File: src/rtl/calc_pkg.sv
package calc_pkg;
  typedef enum logic [2:0] {
    OP_ADD  = 3'b000,
    OP_SUB  = 3'b001,
    OP_INC  = 3'b010,
    OP_RSUB = 3'b011,
    OP_AND  = 3'b100,
    OP_OR   = 3'b101,
    OP_XOR  = 3'b110,
    OP_NOTA = 3'b111
  } op_e;
endpackage

File: src/rtl/calc_addsub.sv
// Shared two's-complement adder for the four arithmetic codes.
module calc_addsub import calc_pkg::*; #(
  parameter int unsigned WIDTH = 8
) (
  input  op_e              op_i,
  input  logic [WIDTH-1:0] a_i,
  input  logic [WIDTH-1:0] b_i,
  output logic [WIDTH-1:0] sum_o,
  output logic             ovf_o
);
  localparam int unsigned MSB = WIDTH - 1;

  logic [WIDTH-1:0] x, y;
  logic             cin;

  always_comb begin
    unique case (op_i[1:0])
      2'b00:   begin x = a_i; y = b_i;     cin = 1'b0; end
      2'b01:   begin x = a_i; y = ~b_i;    cin = 1'b1; end
      2'b10:   begin x = a_i; y = '0;      cin = 1'b1; end
      default: begin x = b_i; y = ~a_i;    cin = 1'b1; end
    endcase
  end

  assign sum_o = x + y + WIDTH'(cin);
  // signed overflow: same-sign inputs, different-sign result
  assign ovf_o = (x[MSB] == y[MSB]) && (sum_o[MSB] != x[MSB]);
endmodule

File: src/rtl/calc_logic.sv
module calc_logic import calc_pkg::*; #(
  parameter int unsigned WIDTH = 8
) (
  input  op_e              op_i,
  input  logic [WIDTH-1:0] a_i,
  input  logic [WIDTH-1:0] b_i,
  output logic [WIDTH-1:0] y_o
);
  always_comb begin
    unique case (op_i[1:0])
      2'b00:   y_o = a_i & b_i;
      2'b01:   y_o = a_i | b_i;
      2'b10:   y_o = a_i ^ b_i;
      default: y_o = ~a_i;
    endcase
  end
endmodule

File: src/rtl/calc_acc_reg.sv
module calc_acc_reg #(
  parameter int unsigned WIDTH = 8
) (
  input  logic             clk_i,
  input  logic             rst_ni,
  input  logic [WIDTH-1:0] d_i,
  output logic [WIDTH-1:0] q_o
);
  always_ff @(posedge clk_i or negedge rst_ni) begin
    if (!rst_ni) q_o <= '0;
    else         q_o <= d_i;
  end
endmodule

File: src/rtl/calc_hex_split.sv
module calc_hex_split #(
  parameter int unsigned WIDTH = 8,
  parameter int unsigned NIB   = 4
) (
  input  logic [WIDTH-1:0]                v_i,
  output logic [WIDTH/NIB-1:0][NIB-1:0]   dig_o
);
  localparam int unsigned DIGITS = WIDTH / NIB;

  for (genvar k = 0; k < DIGITS; k++) begin : g_dig
    assign dig_o[k] = v_i[k*NIB +: NIB];
  end
endmodule

File: src/rtl/calc_accum_alu.sv
module calc_accum_alu import calc_pkg::*; #(
  parameter int unsigned WIDTH = 8,
  parameter int unsigned NIB   = 4
) (
  input  logic                          clk_i,
  input  logic                          rst_ni,
  input  logic [2:0]                    op_i,
  input  logic [WIDTH-1:0]              a_i,
  output logic [WIDTH-1:0]              result_o,
  output logic                          overflow_o,
  output logic                          equal_o,
  output logic [WIDTH/NIB-1:0][NIB-1:0] res_hex_o,
  output logic [WIDTH/NIB-1:0][NIB-1:0] a_hex_o
);
  op_e              op;
  logic [WIDTH-1:0] acc_q;
  logic [WIDTH-1:0] arith_y, logic_y;
  logic             arith_ovf;
  logic             is_logic;

  assign op       = op_e'(op_i);
  assign is_logic = op_i[2];

  calc_addsub #(.WIDTH(WIDTH)) u_addsub (
    .op_i (op), .a_i (a_i), .b_i (acc_q), .sum_o (arith_y), .ovf_o (arith_ovf)
  );

  calc_logic #(.WIDTH(WIDTH)) u_logic (
    .op_i (op), .a_i (a_i), .b_i (acc_q), .y_o (logic_y)
  );

  assign result_o   = is_logic ? logic_y : arith_y;
  assign overflow_o = !is_logic && arith_ovf;
  assign equal_o    = (a_i == acc_q);

  calc_acc_reg #(.WIDTH(WIDTH)) u_acc (
    .clk_i (clk_i), .rst_ni (rst_ni), .d_i (result_o), .q_o (acc_q)
  );

  calc_hex_split #(.WIDTH(WIDTH), .NIB(NIB)) u_res_hex (
    .v_i (result_o), .dig_o (res_hex_o)
  );

  calc_hex_split #(.WIDTH(WIDTH), .NIB(NIB)) u_a_hex (
    .v_i (a_i), .dig_o (a_hex_o)
  );
endmodule

File: config.mk
export PLATFORM = sky130hd
export DESIGN_NAME = calc_accum_alu
export DESIGN_NICKNAME = d
export VERILOG_FILES = /design/src/rtl/calc_pkg.sv /design/src/rtl/calc_addsub.sv /design/src/rtl/calc_logic.sv /design/src/rtl/calc_acc_reg.sv /design/src/rtl/calc_hex_split.sv /design/src/rtl/calc_accum_alu.sv
export SDC_FILE = /design/constraint.sdc
export NUM_CORES = 1
export LEC_CHECK = 0
export BUFFER_PORTS_ARGS = -buffer_cell sky130_fd_sc_hd__buf_4
export CORE_MARGIN = 2
export CORE_UTILIZATION = 40
export DETAILED_ROUTE_END_ITERATION = 12
export GPL_TIMING_DRIVEN = 0
export PLACE_DENSITY = 0.69
export SYNTH_ARGS = -nofsm -noshare
export SYNTH_HDL_FRONTEND = slang
export SYNTH_SLANG_ARGS = --single-unit
File: constraint.sdc
create_clock -name clk_i -period 3.9 [get_ports clk_i]
set_input_delay 0.39 -clock clk_i [delete_from_list [all_inputs] [get_ports clk_i]]
set_output_delay 0.39 -clock clk_i [all_outputs]
set_load 0.01 [all_outputs]
==> impl_metrics.env, run 1 <==
export IMPL_top_regs="u_acc.q_o x8"
export IMPL_fmax_ghz=0.273
export IMPL_boundaryPins=39
export IMPL_regToRegStartpoint="u_acc.q_o[0]"
export IMPL_first_pass_iters=4
export IMPL_seqPwrFrac=0.178
export IMPL_min_path_type="input pin to async pin"
export IMPL_clk_pin_slew_ns=0.05
export IMPL_yosysTopAreaCell="ha_1"
export IMPL_worstRegToRegCells=11
export IMPL_ys_ff_latch=8
export IMPL_cts_buffers=3
export IMPL_placed_cells=276
export IMPL_async_flop_share=1.00
export IMPL_critical_path_endpoint="result_o[6]"
export IMPL_yosys_warnings=0
export IMPL_rr_endpoint="u_acc.q_o[6]"
export IMPL_cts_root_buf="clkbuf_8"
export IMPL_ys_flop_type="dfrtp_1"
export IMPL_die_w_um=65.9
export IMPL_rsz0062_at_grt="no"
export IMPL_dp_hpwl_um=2830
export IMPL_hold_viol=0
export IMPL_dp_slack_ns=0.0194
export IMPL_clock_sinks=8
export IMPL_via_per_inst=5.05
export IMPL_yosysUniqueCellTypes=40
export IMPL_ys_top_cells_by_area="ha_1, dfrtp_1, buf_4, mux4_2, o21ai_0"
export IMPL_setup_viol=0
export IMPL_place_gp_congestion=0.890
export IMPL_ys_seq_area_frac=0.131
export IMPL_cellPowerDensity_nw_per_um2=451
export IMPL_area_growth_pct=24.6
export IMPL_maxSlewViolCount=0
export IMPL_dieArea_sq_um=4350
export IMPL_worst_hold_slack_ns=0.523
export IMPL_layout_min_cycle_time_ns=3.66
export IMPL_relSlewSlack=0.670
export IMPL_ant_nets=0
export IMPL_crit_start="op_i[0]"
export IMPL_total_leakage_power_nw=0.940
export IMPL_tightest_slew_ns=0.495
export IMPL_io_buffers=36
export IMPL_post_cts_setup_buffers=0
export IMPL_crit_arrival_ns=3.27
export IMPL_die_height_um=65.9
export IMPL_r2r_slack_ns=1.24
export IMPL_max_cap_violations=0
export IMPL_rows=22
export IMPL_largest_reg_flops=8
export IMPL_p_sw_mw=0.360
export IMPL_p_clk_frac=0.120
export IMPL_cts_buffer_depth=2
export IMPL_drive_gt1_frac=0.322
export IMPL_grt_pass1_vias=1294
export IMPL_finalCritPeriodShare=0.939
export IMPL_setup_slack_ns=0.237
export IMPL_antenna_diode_count=0
export IMPL_synth_area_sq_um=1530
export IMPL_crit_fanout=10
export IMPL_grt_pass1_wl_um=5880
export IMPL_cp_start_kind="input pin"
export IMPL_syn_nets=229
export IMPL_grt_max_degree=20
export IMPL_grt_antenna_before_repair=0
export IMPL_synthTopCellsByCount="ha_1, inv_1, nand2_1"
export IMPL_grt_util_all_layers=0.175
export IMPL_nets=269
export IMPL_routed_wire_length_per_instance_um=12.6
export IMPL_crit_type="input pin to primary output"
export IMPL_comb_power_share=0.701
export IMPL_htreeDepth=1
export IMPL_tritoncts="done"
export IMPL_syn_avg_cell_area_sq_um=7.99
export IMPL_core_sq_um=3660
export IMPL_status="complete, no violations"
export IMPL_drc=0
export IMPL_final_fill_count=377
export IMPL_cp_data_required_time_ns=3.51
export IMPL_synth_top_area_frac=0.188
export IMPL_grt_overflow_total=0
export IMPL_vdd_drop_max_mv=0.289
export IMPL_crit_path_end_kind="primary output"
export IMPL_setup_tns_ns=0
export IMPL_vias=1405
export IMPL_drt_total_wl_um=3510
export IMPL_top_register="u_acc.q_o"
export IMPL_syn_inst=192
export IMPL_intPower_mw=0.501
export IMPL_finalNonFillerCells=278
export IMPL_skew_ns=0.00361
export IMPL_drt_iter0_drc=82
export IMPL_start_util=0.419
export IMPL_clock_latency_ns=0.23
export IMPL_synth_edf_count=0
export IMPL_netSwitchingFraction=0.418
## cells by family after synthesis
group                      Yosys count  synth area share
xor gates and xnor gates            12            0.0685
adders and majority gates           24             0.201
and+or+nand+nor                     41             0.128
AOI/OAI and AO/OA                   51             0.219
muxes                                6            0.0799
DFF                                  8             0.131
buffers and inverters               50             0.174
## metal layers
metal  global-route usage  vias up  part of all wire
met5                    0        -                 0
met4               0.0391        0             0.013
met3               0.0392        4             0.068
met2                0.280       44              0.43
met1                0.239      632              0.48
li1                     -      725                 -
## layout by cell type, fill, tap and decap left out, types with 2 or more instances in the layout
cell type  instances
o211ai_1           3
dfrtp_1            8
nor3_1             2
nor2_1             6
ha_1              23
buf_4             54
clkbuf_8           3
a21oi_1            4
xor2_1             2
o21ai_0           19
clkbuf_1           3
or4_1              2
inv_1             23
buf_2              2
xnor2_1           10
mux4_2             5
nor2b_1            2
o22ai_1            6
o21a_1             6
o21ai_1            3
nand2_1           22
## final cells by class
cell class / instances / area (sq um) / share of cell area
Clock buffer: 3 / 41.3 / 0.0216
Multi-Input combinational cell: 134 / 1070 / 0.559
Inverter: 23 / 86.3 / 0.0452
Tap cell: 48 / 60.1 / 0.0314
Timing Repair Buffer: 37 / 280 / 0.147
Buffer: 25 / 175 / 0.0917
Sequential cell: 8 / 200 / 0.105
## worst max-delay path, cell delays in order
cell and delay, ns:
buf_4 0.13, buf_4 0.21, buf_6 0.19, xnor2_1 0.13
o22ai_1 0.10, ha_1 0.31, o21a_1 0.14, nor2_1 0.13
fa_1 0.28, nor2b_4 0.06, o31a_1 0.25, o21a_1 0.19
o21a_1 0.18, o31ai_2 0.31, buf_4 0.16, buf_4 0.10
## timing repair
item	in CTS	in global routing
setup endpoints to repair	1	2
gates resized for setup	0	1
hold buffers	1	0
endpoints found under the hold margin	8	0
## worst min path at each step
stage / depth (start not counted) / startpoint / to / slack (ns)
final: 2 / rst_ni / u_acc.q_o[3] / 0.52
after detailed placement: 1 / rst_ni / u_acc.q_o[7] / 0.22
after floorplan: 0 / rst_ni / u_acc.q_o[0] / 0.09
after CTS: 2 / rst_ni / u_acc.q_o[3] / 0.53
after global placement: 1 / rst_ni / u_acc.q_o[3] / 0.22
after global routing: 2 / rst_ni / u_acc.q_o[3] / 0.53
## through the flow
step,power [mW],area (sq um),utilization
floorplan,0.567,1530,-
global placement,0.747,1860,0.509
detailed placement,0.759,1860,0.509
CTS,0.867,1910,0.522
global route,0.944,1910,0.522
finish,0.861,1910,0.522
## power by group through the flow
| stage | Sequential (mW) | Clock [mW] | Combinational [mW] |
|---|---|---|---|
| 2_1_floorplan | 0.146 | 0 | 0.421 |
| 3_3_place_gp | 0.155 | 0 | 0.592 |
| 3_5_place_dp | 0.155 | 0 | 0.604 |
| 4_1_cts | 0.154 | 0.104 | 0.609 |
| 5_1_grt | 0.159 | 0.111 | 0.674 |
| 6_report | 0.154 | 0.104 | 0.604 |
Power figures use the tool's default switching activity.
==> run 2, diff against run 1 <==
HOLD_SLACK_MARGIN = 0.02   (was not set)
SETUP_SLACK_MARGIN = 0.3   (was not set)
==> impl_metrics.env, run 2 (same netlist as run 1, synthesis figures left out) <==
export IMPL_status="complete, no violations"
export IMPL_placed_cells=276
export IMPL_drt_total_wl_um=3780
export IMPL_cp_common_cell="buf_4"
export IMPL_crit_fanout=10
export IMPL_final_fill_count=366
export IMPL_min_path_type="input pin to async pin"
export IMPL_p_clk_frac=0.116
export IMPL_relSlewSlack=0.645
export IMPL_grt_pass1_vias=1342
export IMPL_crit_type="input pin to primary output"
export IMPL_die_height_um=65.9
export IMPL_setup_tns_ns=0
export IMPL_worst_hold_slack_ns=0.518
export IMPL_htreeDepth=1
export IMPL_boundaryPins=39
export IMPL_place_gp_congestion=0.890
export IMPL_crit_start="op_i[0]"
export IMPL_drt_iter0_drc=78
export IMPL_area_growth_pct=32.3
export IMPL_core_sq_um=3660
export IMPL_maxSlewViolCount=0
export IMPL_skew_ns=0.00540
export IMPL_ant_nets=0
export IMPL_finalNonFillerCells=284
export IMPL_p_sw_mw=0.380
export IMPL_cellPowerDensity_nw_per_um2=448
export IMPL_routed_wire_length_per_instance_um=13.3
export IMPL_seqPwrFrac=0.171
export IMPL_netSwitchingFraction=0.418
export IMPL_layout_commonest_cell="buf_4"
export IMPL_cp_start_kind="input pin"
export IMPL_antenna_diode_count=0
export IMPL_grt_overflow_total=0
export IMPL_grt_max_degree=11
export IMPL_dieArea_sq_um=4350
export IMPL_clock_latency_ns=0.23
export IMPL_clock_sinks=8
export IMPL_max_cap_violations=0
export IMPL_final_cell_mix="buf_4, inv_1, ha_1"
export IMPL_cp_data_required_time_ns=3.51
export IMPL_first_pass_iters=4
export IMPL_cts_buffer_depth=2
export IMPL_setup_viol=0
export IMPL_hold_viol=0
export IMPL_rows=22
export IMPL_p_total_mw=0.909
export IMPL_drc=0
export IMPL_die_w_um=65.9
export IMPL_drive_gt1_frac=0.364
export IMPL_intPower_mw=0.529
export IMPL_rsz0062_at_grt="no"
export IMPL_top_regs="u_acc.q_o x8"
export IMPL_dp_hpwl_um=2830
export IMPL_finalCritPeriodShare=0.899
export IMPL_crit_slowest_cell="o31ai_4"
export IMPL_io_buffers=36
export IMPL_worst_path_buf_inv=5
export IMPL_grt_util_all_layers=0.181
export IMPL_fmax_ghz=0.285
export IMPL_via_per_inst=5.10
export IMPL_cts_root_buf="clkbuf_8"
export IMPL_tightest_slew_ns=0.533
export IMPL_top_register="u_acc.q_o"
export IMPL_largest_reg_flops=8
export IMPL_total_leakage_power_nw=0.991
export IMPL_crit_arrival_ns=3.12
export IMPL_vdd_drop_max_mv=0.289
export IMPL_vias=1449
export IMPL_critical_path_max_stage_delay_ns=0.27
export IMPL_crit_chain="buf_4 > and2_0 > buf_4 > buf_6 > o21ai_2 > ha_1 > o21a_1 > nor2_2 > fa_2 > nor2b_4 > o31a_1 > o21a_1 > o21a_1 > o31ai_4 > buf_4 > buf_4"
export IMPL_grt_pass1_wl_um=6070
export IMPL_cts_buffers=3
export IMPL_layout_min_cycle_time_ns=3.51
export IMPL_cp_top_family="compound AO/OA/AOI/OAI gates"
export IMPL_clk_pin_slew_ns=0.05
export IMPL_tritoncts="done"
export IMPL_nets=275
export IMPL_start_util=0.419
export IMPL_regToRegStartpoint="u_acc.q_o[0]"
export IMPL_comb_power_share=0.713
export IMPL_grt_antenna_before_repair=0
export IMPL_crit_path_end_kind="primary output"
[run 2: final cells by class]
type	instances	area, sq um	area share
Timing Repair Buffer	41	310	0.153
Sequential cell	8	200	0.0986
Multi-Input combinational cell	134	1110	0.549
Inverter	23	86.3	0.0425
Tap cell	48	60.1	0.0296
Clock buffer	3	41.3	0.0203
Buffer	27	216	0.107
[run 2: path summary, 6_finish.rpt]
check | end | slack (ns) | cells past startpoint
min in group clk_i | u_acc.q_o[7] | 0.70 | 2
setup reg to reg | u_acc.q_o[6] | 1.14 | 12
hold / removal | u_acc.q_o[3] | 0.52 | 2
hold reg to reg | u_acc.q_o[4] | 0.98 | 3
setup / recovery | result_o[6] | 0.39 | 16
max in group asynchronous | u_acc.q_o[1] | 3.24 | 2
[run 2: routing by layer]
layer  up-vias  global-route usage  share of wire  routed length (um)
li1        738                   -              -                   -
met1       666               0.248           0.46                1760
met2        43               0.289           0.47                1780
met3         2              0.0392          0.062                 233
met4         0              0.0391         0.0029                  11
met5         -                   0              0                   0
[run 2: worst register-to-register path, stage by stage, from the launching register on]
cell     delay (ns)
dfrtp_1        0.47
xnor2_4        0.19
o22ai_2        0.08
ha_1           0.29
o21a_1         0.15
nor2_2         0.14
fa_2           0.24
nor2b_4        0.05
o31a_1         0.25
o21a_1         0.21
o21a_1         0.20
o31ai_4        0.27
buf_4          0.15
[run 2: what timing repair did]
item | CTS | global route
pin swaps | 2 | 6
setup buffers | 1 | 3
endpoints found under the setup margin | 2 | 2
hold endpoints to repair | 8 | 0
hold buffers | 1 | 0
gates resized for setup | 9 | 13
[run 2: stage by stage]
step           cell area, sq um   util  setup WS (ns)
2_1_floorplan              1530      -          0.443
3_3_place_gp               1860  0.509         0.0355
3_5_place_dp               1860  0.509         0.0194
4_1_cts                    1950  0.533          0.341
5_1_grt                    2030  0.554          0.281
6_report                   2030  0.554          0.393
[run 2: power by group through the flow]
stage / clock network (mW) / registers, mW / logic [mW]
finish: 0.105 / 0.156 / 0.648
CTS: 0.104 / 0.154 / 0.624
global placement: 0 / 0.155 / 0.592
detailed placement: 0 / 0.155 / 0.604
floorplan: 0 / 0.146 / 0.421
global route: 0.111 / 0.161 / 0.718
